===== src/rtl/ubt_pkg.sv =====
package ubt_pkg;

    localparam int BYTE_W      = 8;
    localparam int FRAME_BITS  = BYTE_W + 2;

    typedef enum logic [1:0] {
        RX_IDLE,
        RX_START,
        RX_DATA,
        RX_STOP
    } rx_state_e;

    typedef struct packed {
        logic [BYTE_W-1:0] data;
        logic              frame_err;
    } rx_result_t;

    function automatic logic [31:0] even_floor(input logic [31:0] v);
        return {v[31:1], 1'b0};
    endfunction

endpackage


===== src/rtl/ubt_bitreg.sv =====
module ubt_bitreg #(
    parameter int CNT_W     = 16,
    parameter int RESET_VAL = 16
) (
    input  logic             clk,
    input  logic             rst,
    input  logic             we,
    input  logic [CNT_W-1:0] wdata,
    output logic [CNT_W-1:0] rdata
);
    import ubt_pkg::*;

    localparam logic [31:0] RESET_EVEN = even_floor(32'(RESET_VAL));

    logic [CNT_W-1:1] stored_q;

    always_ff @(posedge clk) begin
        if (rst) begin
            stored_q <= RESET_EVEN[CNT_W-1:1];
        end else if (we) begin
            stored_q <= wdata[CNT_W-1:1];
        end
    end

    assign rdata = {stored_q, 1'b0};

    // the value read back is the written value with bit 0 cleared
    assert_even_store_R2: assert property (@(posedge clk) disable iff (rst)
        we |=> rdata == {$past(wdata[CNT_W-1:1]), 1'b0});

endmodule


===== src/rtl/ubt_tx.sv =====
module ubt_tx #(
    parameter int CNT_W = 16
) (
    input  logic                      clk,
    input  logic                      rst,
    input  logic [CNT_W-1:0]          bit_time,
    input  logic                      start,
    input  logic [ubt_pkg::BYTE_W-1:0] data,
    output logic                      busy,
    output logic                      txd
);
    import ubt_pkg::*;

    localparam int LEFT_W = $clog2(FRAME_BITS);

    logic [CNT_W-1:0]  bt_q;
    logic [CNT_W-1:0]  cnt_q;
    logic [BYTE_W:0]   shreg_q;
    logic [LEFT_W-1:0] left_q;
    logic              busy_q;
    logic              txd_q;
    logic              bit_end;

    assign bit_end = (cnt_q == bt_q - 1'b1);

    always_ff @(posedge clk) begin
        if (rst) begin
            bt_q    <= '0;
            cnt_q   <= '0;
            shreg_q <= '1;
            left_q  <= '0;
            busy_q  <= 1'b0;
            txd_q   <= 1'b1;
        end else if (!busy_q) begin
            if (start) begin
                bt_q    <= bit_time;
                cnt_q   <= '0;
                shreg_q <= {1'b1, data};
                left_q  <= LEFT_W'(FRAME_BITS - 1);
                busy_q  <= 1'b1;
                txd_q   <= 1'b0;
            end
        end else if (bit_end) begin
            cnt_q <= '0;
            if (left_q == '0) begin
                busy_q <= 1'b0;
                txd_q  <= 1'b1;
            end else begin
                txd_q   <= shreg_q[0];
                shreg_q <= {1'b1, shreg_q[BYTE_W:1]};
                left_q  <= left_q - 1'b1;
            end
        end else begin
            cnt_q <= cnt_q + 1'b1;
        end
    end

    assign busy = busy_q;
    assign txd  = txd_q;

    // a frame always opens with a low start bit
    assert_start_low_R3: assert property (@(posedge clk) disable iff (rst)
        $rose(busy) |-> !txd);

    // the line rests high whenever no frame is being sent
    assert_idle_high_R4: assert property (@(posedge clk) disable iff (rst)
        !busy |-> txd);

    // the latched period holds for the whole frame
    assert_period_held_R9: assert property (@(posedge clk) disable iff (rst)
        (busy && $past(busy)) |-> $stable(bt_q));

endmodule


===== src/rtl/ubt_rx.sv =====
module ubt_rx #(
    parameter int CNT_W       = 16,
    parameter int SYNC_STAGES = 2
) (
    input  logic                      clk,
    input  logic                      rst,
    input  logic [CNT_W-1:0]          bit_time,
    input  logic                      rxd,
    output logic                      valid,
    output logic [ubt_pkg::BYTE_W-1:0] data,
    output logic                      frame_err
);
    import ubt_pkg::*;

    localparam int IDX_W = $clog2(BYTE_W);

    logic [SYNC_STAGES-1:0] sync_q;
    logic                   line;
    logic                   prev_q;

    generate
        if (SYNC_STAGES == 1) begin : g_sync1
            always_ff @(posedge clk) begin
                if (rst) sync_q <= '1;
                else     sync_q <= rxd;
            end
        end else begin : g_syncn
            always_ff @(posedge clk) begin
                if (rst) sync_q <= '1;
                else     sync_q <= {sync_q[SYNC_STAGES-2:0], rxd};
            end
        end
    endgenerate

    assign line = sync_q[SYNC_STAGES-1];

    rx_state_e         st_q;
    logic [CNT_W-1:0]  bt_q;
    logic [CNT_W-1:0]  cnt_q;
    logic [IDX_W-1:0]  idx_q;
    logic [BYTE_W-1:0] sr_q;
    rx_result_t        res_q;
    logic              valid_q;
    logic [CNT_W-1:0]  half;
    logic              full_end;
    logic              half_end;

    assign half     = {1'b0, bt_q[CNT_W-1:1]};
    assign full_end = (cnt_q == bt_q - 1'b1);
    assign half_end = (cnt_q == half - 1'b1);

    always_ff @(posedge clk) begin
        if (rst) begin
            prev_q  <= 1'b1;
            st_q    <= RX_IDLE;
            bt_q    <= '0;
            cnt_q   <= '0;
            idx_q   <= '0;
            sr_q    <= '0;
            res_q   <= '0;
            valid_q <= 1'b0;
        end else begin
            prev_q          <= line;
            valid_q         <= 1'b0;
            res_q.frame_err <= 1'b0;
            case (st_q)
                RX_IDLE: begin
                    if (prev_q && !line) begin
                        st_q  <= RX_START;
                        bt_q  <= bit_time;
                        cnt_q <= '0;
                    end
                end
                RX_START: begin
                    if (half_end) begin
                        cnt_q <= '0;
                        idx_q <= '0;
                        st_q  <= line ? RX_IDLE : RX_DATA;
                    end else begin
                        cnt_q <= cnt_q + 1'b1;
                    end
                end
                RX_DATA: begin
                    if (full_end) begin
                        cnt_q <= '0;
                        sr_q  <= {line, sr_q[BYTE_W-1:1]};
                        if (idx_q == IDX_W'(BYTE_W - 1)) st_q <= RX_STOP;
                        else                             idx_q <= idx_q + 1'b1;
                    end else begin
                        cnt_q <= cnt_q + 1'b1;
                    end
                end
                RX_STOP: begin
                    if (full_end) begin
                        cnt_q           <= '0;
                        valid_q         <= 1'b1;
                        res_q.data      <= sr_q;
                        res_q.frame_err <= !line;
                        st_q            <= RX_IDLE;
                    end else begin
                        cnt_q <= cnt_q + 1'b1;
                    end
                end
                default: st_q <= RX_IDLE;
            endcase
        end
    end

    assign valid     = valid_q;
    assign data      = res_q.data;
    assign frame_err = res_q.frame_err;

    // completion is reported as a single-cycle pulse
    assert_valid_pulse_R6: assert property (@(posedge clk) disable iff (rst)
        valid |=> !valid);

    // the error flag only ever accompanies a completion pulse
    assert_err_with_valid_R7: assert property (@(posedge clk) disable iff (rst)
        frame_err |-> valid);

    // a rejected start leaves the receiver idle without reporting
    assert_false_start_R8: assert property (@(posedge clk) disable iff (rst)
        (st_q == RX_START && half_end && line) |=> (st_q == RX_IDLE && !valid));

endmodule


===== src/rtl/ubt_uart.sv =====
module ubt_uart #(
    parameter int CNT_W       = 16,
    parameter int RESET_BT    = 16,
    parameter int SYNC_STAGES = 2
) (
    input  logic             clk,
    input  logic             rst,
    input  logic             cfg_we,
    input  logic [15:0]      cfg_wdata,
    output logic [15:0]      cfg_rdata,
    input  logic             tx_start,
    input  logic [7:0]       tx_data,
    output logic             tx_busy,
    output logic             txd,
    input  logic             rxd,
    output logic [7:0]       rx_data,
    output logic             rx_valid,
    output logic             rx_frame_err
);
    logic [CNT_W-1:0] bit_time;

    ubt_bitreg #(.CNT_W(CNT_W), .RESET_VAL(RESET_BT)) u_bitreg (
        .clk   (clk),
        .rst   (rst),
        .we    (cfg_we),
        .wdata (cfg_wdata[CNT_W-1:0]),
        .rdata (bit_time)
    );

    assign cfg_rdata = 16'(bit_time);

    ubt_tx #(.CNT_W(CNT_W)) u_tx (
        .clk      (clk),
        .rst      (rst),
        .bit_time (bit_time),
        .start    (tx_start),
        .data     (tx_data),
        .busy     (tx_busy),
        .txd      (txd)
    );

    ubt_rx #(.CNT_W(CNT_W), .SYNC_STAGES(SYNC_STAGES)) u_rx (
        .clk       (clk),
        .rst       (rst),
        .bit_time  (bit_time),
        .rxd       (rxd),
        .valid     (rx_valid),
        .data      (rx_data),
        .frame_err (rx_frame_err)
    );

endmodule


===== config.mk =====
export PLATFORM = sky130hd
export DESIGN_NAME = ubt_uart
export DESIGN_NICKNAME = d
export VERILOG_FILES = /design/src/rtl/ubt_pkg.sv /design/src/rtl/ubt_bitreg.sv /design/src/rtl/ubt_tx.sv /design/src/rtl/ubt_rx.sv /design/src/rtl/ubt_uart.sv
export SDC_FILE = /design/constraint.sdc
export NUM_CORES = 1
export LEC_CHECK = 0
export ABC_CLOCK_PERIOD_IN_PS = 5400
export BUFFER_PORTS_ARGS = -buffer_cell sky130_fd_sc_hd__buf_4
export CAP_MARGIN = 20
export CORE_ASPECT_RATIO = 1.5
export CORE_MARGIN = 1.5
export CORE_UTILIZATION = 55
export CTS_BUF_LIST = sky130_fd_sc_hd__clkbuf_8 sky130_fd_sc_hd__clkbuf_16
export CTS_CLUSTER_DIAMETER = 200
export CTS_CLUSTER_SIZE = 10
export DETAILED_ROUTE_END_ITERATION = 12
export MAX_ROUTING_LAYER = met4
export PLACE_DENSITY = 0.85
export REMOVE_ABC_BUFFERS = 1
export SLEW_MARGIN = 5
export SYNTH_ARGS = -nofsm -noshare
export SYNTH_HDL_FRONTEND = slang
export SYNTH_HIERARCHICAL = 1
export SYNTH_SLANG_ARGS = --single-unit

===== constraint.sdc =====
create_clock -name clk -period 5.4 [get_ports clk]
set_input_delay 1.08 -clock clk [delete_from_list [all_inputs] [get_ports clk]]
set_output_delay 1.08 -clock clk [all_outputs]
set_load 0.01 [all_outputs]

==> results.py <==
metrics = {
    "outcome": {
        "status": "finished, final reports clean",
    },
    "floorplanning": {
        "die_area_sq_um": 13400,
        "die_h_um": 141,
        "initial_core_util": 0.562,
        "core_area_sq_um": 12400,
        "dieWidth_um": 94.9,
        "rows": 50,
        "io_pins": 57,
    },
    "synthesis": {
        "ys_types": 77,
        "yosys-top-cells-area": "dfxtp_1 34%, nand2_1 7.3%, mux2i_1 4.7%, xnor2_1 4.7%, nor2_1 3.6%",
        "synth_top_family_by_area": "simple AND/OR/NAND/NOR gates",
        "synth_ff_type": "dfxtp_1",
        "syn_area_per_cell_sq_um": 7.98,
        "synth.largest_area_cell": "dfxtp_1",
        "synth-edff-count": 0,
        "mappedNetlistArea_sq_um": 6960,
        "synth_top_area_share": 0.342,
        "yosys.area_share.simple": 0.280,
        "syn_inst": 872,
        "yosysWarningCount": 6,
        "synthMuxAreaShare": 0.0474,
        "synthAdderAreaFrac": 0.0162,
        "async_reset_ff_frac": 0,
        "synth_xor_area_frac": 0.0787,
        "synth_seq_cells": 119,
        "yosysSeqAreaShare": 0.342,
        "synth_compound_area_frac": 0.179,
    },
    "routing": {
        "wl_per_cell_um": 16.2,
        "drtIter0Drc": 475,
        "dr_total_vias": 6470,
        "via_per_inst": 6.13,
        "ant_nets": 0,
        "drc": 0,
        "wirelength_um": 17100,
        "first_pass_iters": 8,
    },
    "critical_path": {
        "rrSetupSlack_ns": 1.81,
        "critPathRequiredTime_ns": 5.68,
        "reg2reg_to": "u_rx/cnt_q[2]",
        "crit_path_start": "u_rx/bt_q[2]",
        "worst_setup_path_start_kind": "flop",
        "crit_type": "flop to flop",
        "worstPathMaxFanout": 12,
        "worstSetupEndpointType": "flop",
        "r2r_start": "u_rx/bt_q[2]",
        "r2r_cells": 10,
        "arrival_ns": 3.87,
    },
    "power": {
        "power_frac_comb": 0.115,
        "p_leak_nw": 3.10,
        "p_per_area_nw_per_um2": 294,
        "p_seq_frac": 0.402,
        "switchingPower_w": 0.000618,
        "irDropWorstVdd_uv": 221,
        "p_sw_frac": 0.266,
        "p_int_w": 0.00171,
        "clkPwrFrac": 0.484,
    },
    "layout": {
        "syn2layout_area_growth_pct": 13.6,
        "postLayoutCellArea_sq_um": 7910,
        "drive_above_1_share": 0.147,
        "fillerInstances": 1021,
        "layoutNonFillerInstCount": 1055,
        "fin_nets": 924,
        "antenna_cells": 0,
        "final_core_util": 0.638,
    },
    "clock_tree": {
        "numCtsBuffers": 17,
        "ctsRootBufferMaster": "clkbuf_16",
        "clk_pin_slew_ns": 0.06,
        "cts_tree": "done",
        "insertion_delay_ns": 0.42,
        "htree_num_levels": 4,
        "cts_setup_buffers": 0,
        "clock-sinks": 119,
        "postCtsHoldBufs": 0,
        "postCtsResizedCells": 0,
        "clk_path_buf_depth": 2,
    },
    "timing": {
        "relSlewSlack": 0.294,
        "finalSetupViolations": 0,
        "tightestPinTransition_ns": 1.05,
        "hold_viol": 0,
        "timing.fmax_mhz": 278,
        "timing.final.crit_share": 0.665,
        "drv_slew": 0,
        "finalSetupTns_ns": 0,
        "fin_skew_ns": 0.00854,
        "rsz0062_at_grt": "false",
        "layout_min_cycle_time_ns": 3.59,
    },
    "global_routing": {
        "grt_pass1_vias": 6153,
        "grt_overflow": 0,
        "antenna_found_initial": 0,
        "grt_max_degree": 83,
        "globalRouteTotalUtil": 0.273,
        "grt_pass1_wl_um": 28100,
    },
    "worst_hold_path": {
        "hold_depth": 1,
        "hp-start": "u_rx/sync_q[0]",
        "hold_end": "u_rx/sync_q[1]",
        "hp-class": "flop to flop",
    },
    "run": {
        "max_cap_violations": 0,
    },
    "placed_design": {
        "gp_congestion": 0.952,
        "placed_cell_area_sq_um": 7320,
        "port_buffers": 54,
        "dp_hpwl_um": 11500,
        "dp_cells": 1023,
    },
}
-- critical path: stages (launching register included) --
cell and delay [ns]:
dfxtp_1 0.36, inv_1 0.10, ha_1 0.28, nor3b_1 0.66, and3_1 0.29, o21ai_0 0.09, a2111oi_0 0.64, a311oi_2 0.20
buf_4 0.23, o21ai_1 0.41, o21ai_0 0.18
-- cell usage after synthesis, drive strengths merged (3+ instances only) --
cell / count
nor3: 23
o21a: 3
buf: 13
a31oi: 10
o22ai: 3
or3: 6
nor2: 67
a311oi: 3
o311ai: 3
dfxtp: 119
inv: 25
nand2: 136
o21ai: 26
o21bai: 5
and2: 16
o41ai: 3
a21oi: 49
a31o: 12
nand4: 10
or3b: 3
nand3: 29
ha: 9
nor2b: 10
and3b: 3
o211ai: 6
clkbuf: 50
xor2: 23
a2111oi: 3
a21boi: 3
mux2i: 33
nor4: 29
nor3b: 4
or2: 11
nand2b: 5
or4: 11
a21o: 7
a211o: 4
xnor2: 37
o221ai: 12
and3: 11
a211oi: 11
-- logic make-up after synthesis --
logic type	after synthesis
simple gates	382
compound gates	179
flops	119
buf+inv	88
xor+xnor	61
mux	33
fa+ha+maj	9
other cells	1
-- through the flow --
step / hold slack (ns) / setup slack [ns] / power, W
after detailed placement: 0.415 / 1.88 / 0.00121
after floorplan: 0.389 / 2.23 / 0.00112
after global placement: 0.397 / 1.93 / 0.00121
final: 0.431 / 1.81 / 0.00232
after global routing: 0.430 / 1.55 / 0.00240
after CTS: 0.429 / 1.85 / 0.00233
-- worst max-delay path by stage --
| stage | end | slack, ns | cells past startpoint |
|---|---|---|---|
| 6_report | u_rx/cnt_q[2] | 1.81 | 10 |
| 5_1_grt | u_rx/cnt_q[3] | 1.55 | 7 |
| 4_1_cts | u_rx/cnt_q[2] | 1.85 | 7 |
| 3_5_place_dp | u_rx/cnt_q[1] | 1.88 | 7 |
| 3_3_place_gp | u_rx/cnt_q[2] | 1.93 | 10 |
| 2_1_floorplan | u_rx/idx_q[0] | 2.23 | 7 |
-- power groups by stage --
stage	registers (W)	clock network, W	logic, W
floorplan	0.000946	0	0.000170
global placement	0.000950	0	0.000255
detailed placement	0.000951	0	0.000261
CTS	0.000932	0.00113	0.000264
global route	0.000936	0.00118	0.000289
finish	0.000933	0.00112	0.000266
-- layout by cell type (no fill, tap or decap), types with 6 or more instances in the layout --
master,n
a31oi_1,10
a21o_1,7
o211ai_1,6
nor2b_1,10
buf_4,58
nor3_1,21
ha_1,9
nor2_1,67
or2_2,11
xnor2_1,37
nand2_1,136
nand4_1,10
clkbuf_16,17
dfxtp_1,119
or4_1,8
and3_1,11
a211oi_1,11
a31o_2,12
and2_1,16
o221ai_1,12
o21ai_0,23
mux2i_1,33
nor4_1,25
a21oi_1,49
xor2_1,23
inv_1,24
or3_1,6
nand3_1,28
-- cell type report --
type	instances	area (sq um)	area share
clock buffers	18	439	0.0556
flip-flops and latches	119	2380	0.301
well taps	156	195	0.0247
clock inverters	14	150	0.0190
inverters	25	93.8	0.0119
multi-input cells	665	4210	0.532
repair buffers	58	435	0.0551
-- flip-flops by register name (all words and copies together) (netlist names), named ones only --
signal and flops:
u_rx/sync_q 2, u_rx/st_q 1, u_rx/data 8, u_bitreg/stored_q 15, u_tx/busy 1, u_tx/txd 1
u_tx/left_q 4, u_rx/prev_q 1, u_tx/cnt_q 16, u_rx/frame_err 1, u_rx/sr_q 8, u_rx/bt_q 16
u_tx/shreg_q 8, u_rx/cnt_q 16, u_tx/bt_q 16, u_rx/valid 1, u_rx/idx_q 3
-- routing by layer --
| metal | GRT usage | vias to the layer above | routed length (um) |
|---|---|---|---|
| met5 | - | - | 0 |
| met2 | 0.464 | 210 | 9000 |
| met4 | 0.160 | 0 | 737 |
| met1 | 0.286 | 3067 | 6610 |
| met3 | 0.0539 | 57 | 731 |
| li1 | - | 3136 | - |
No activity file was read; power rests on OpenSTA's default activity.
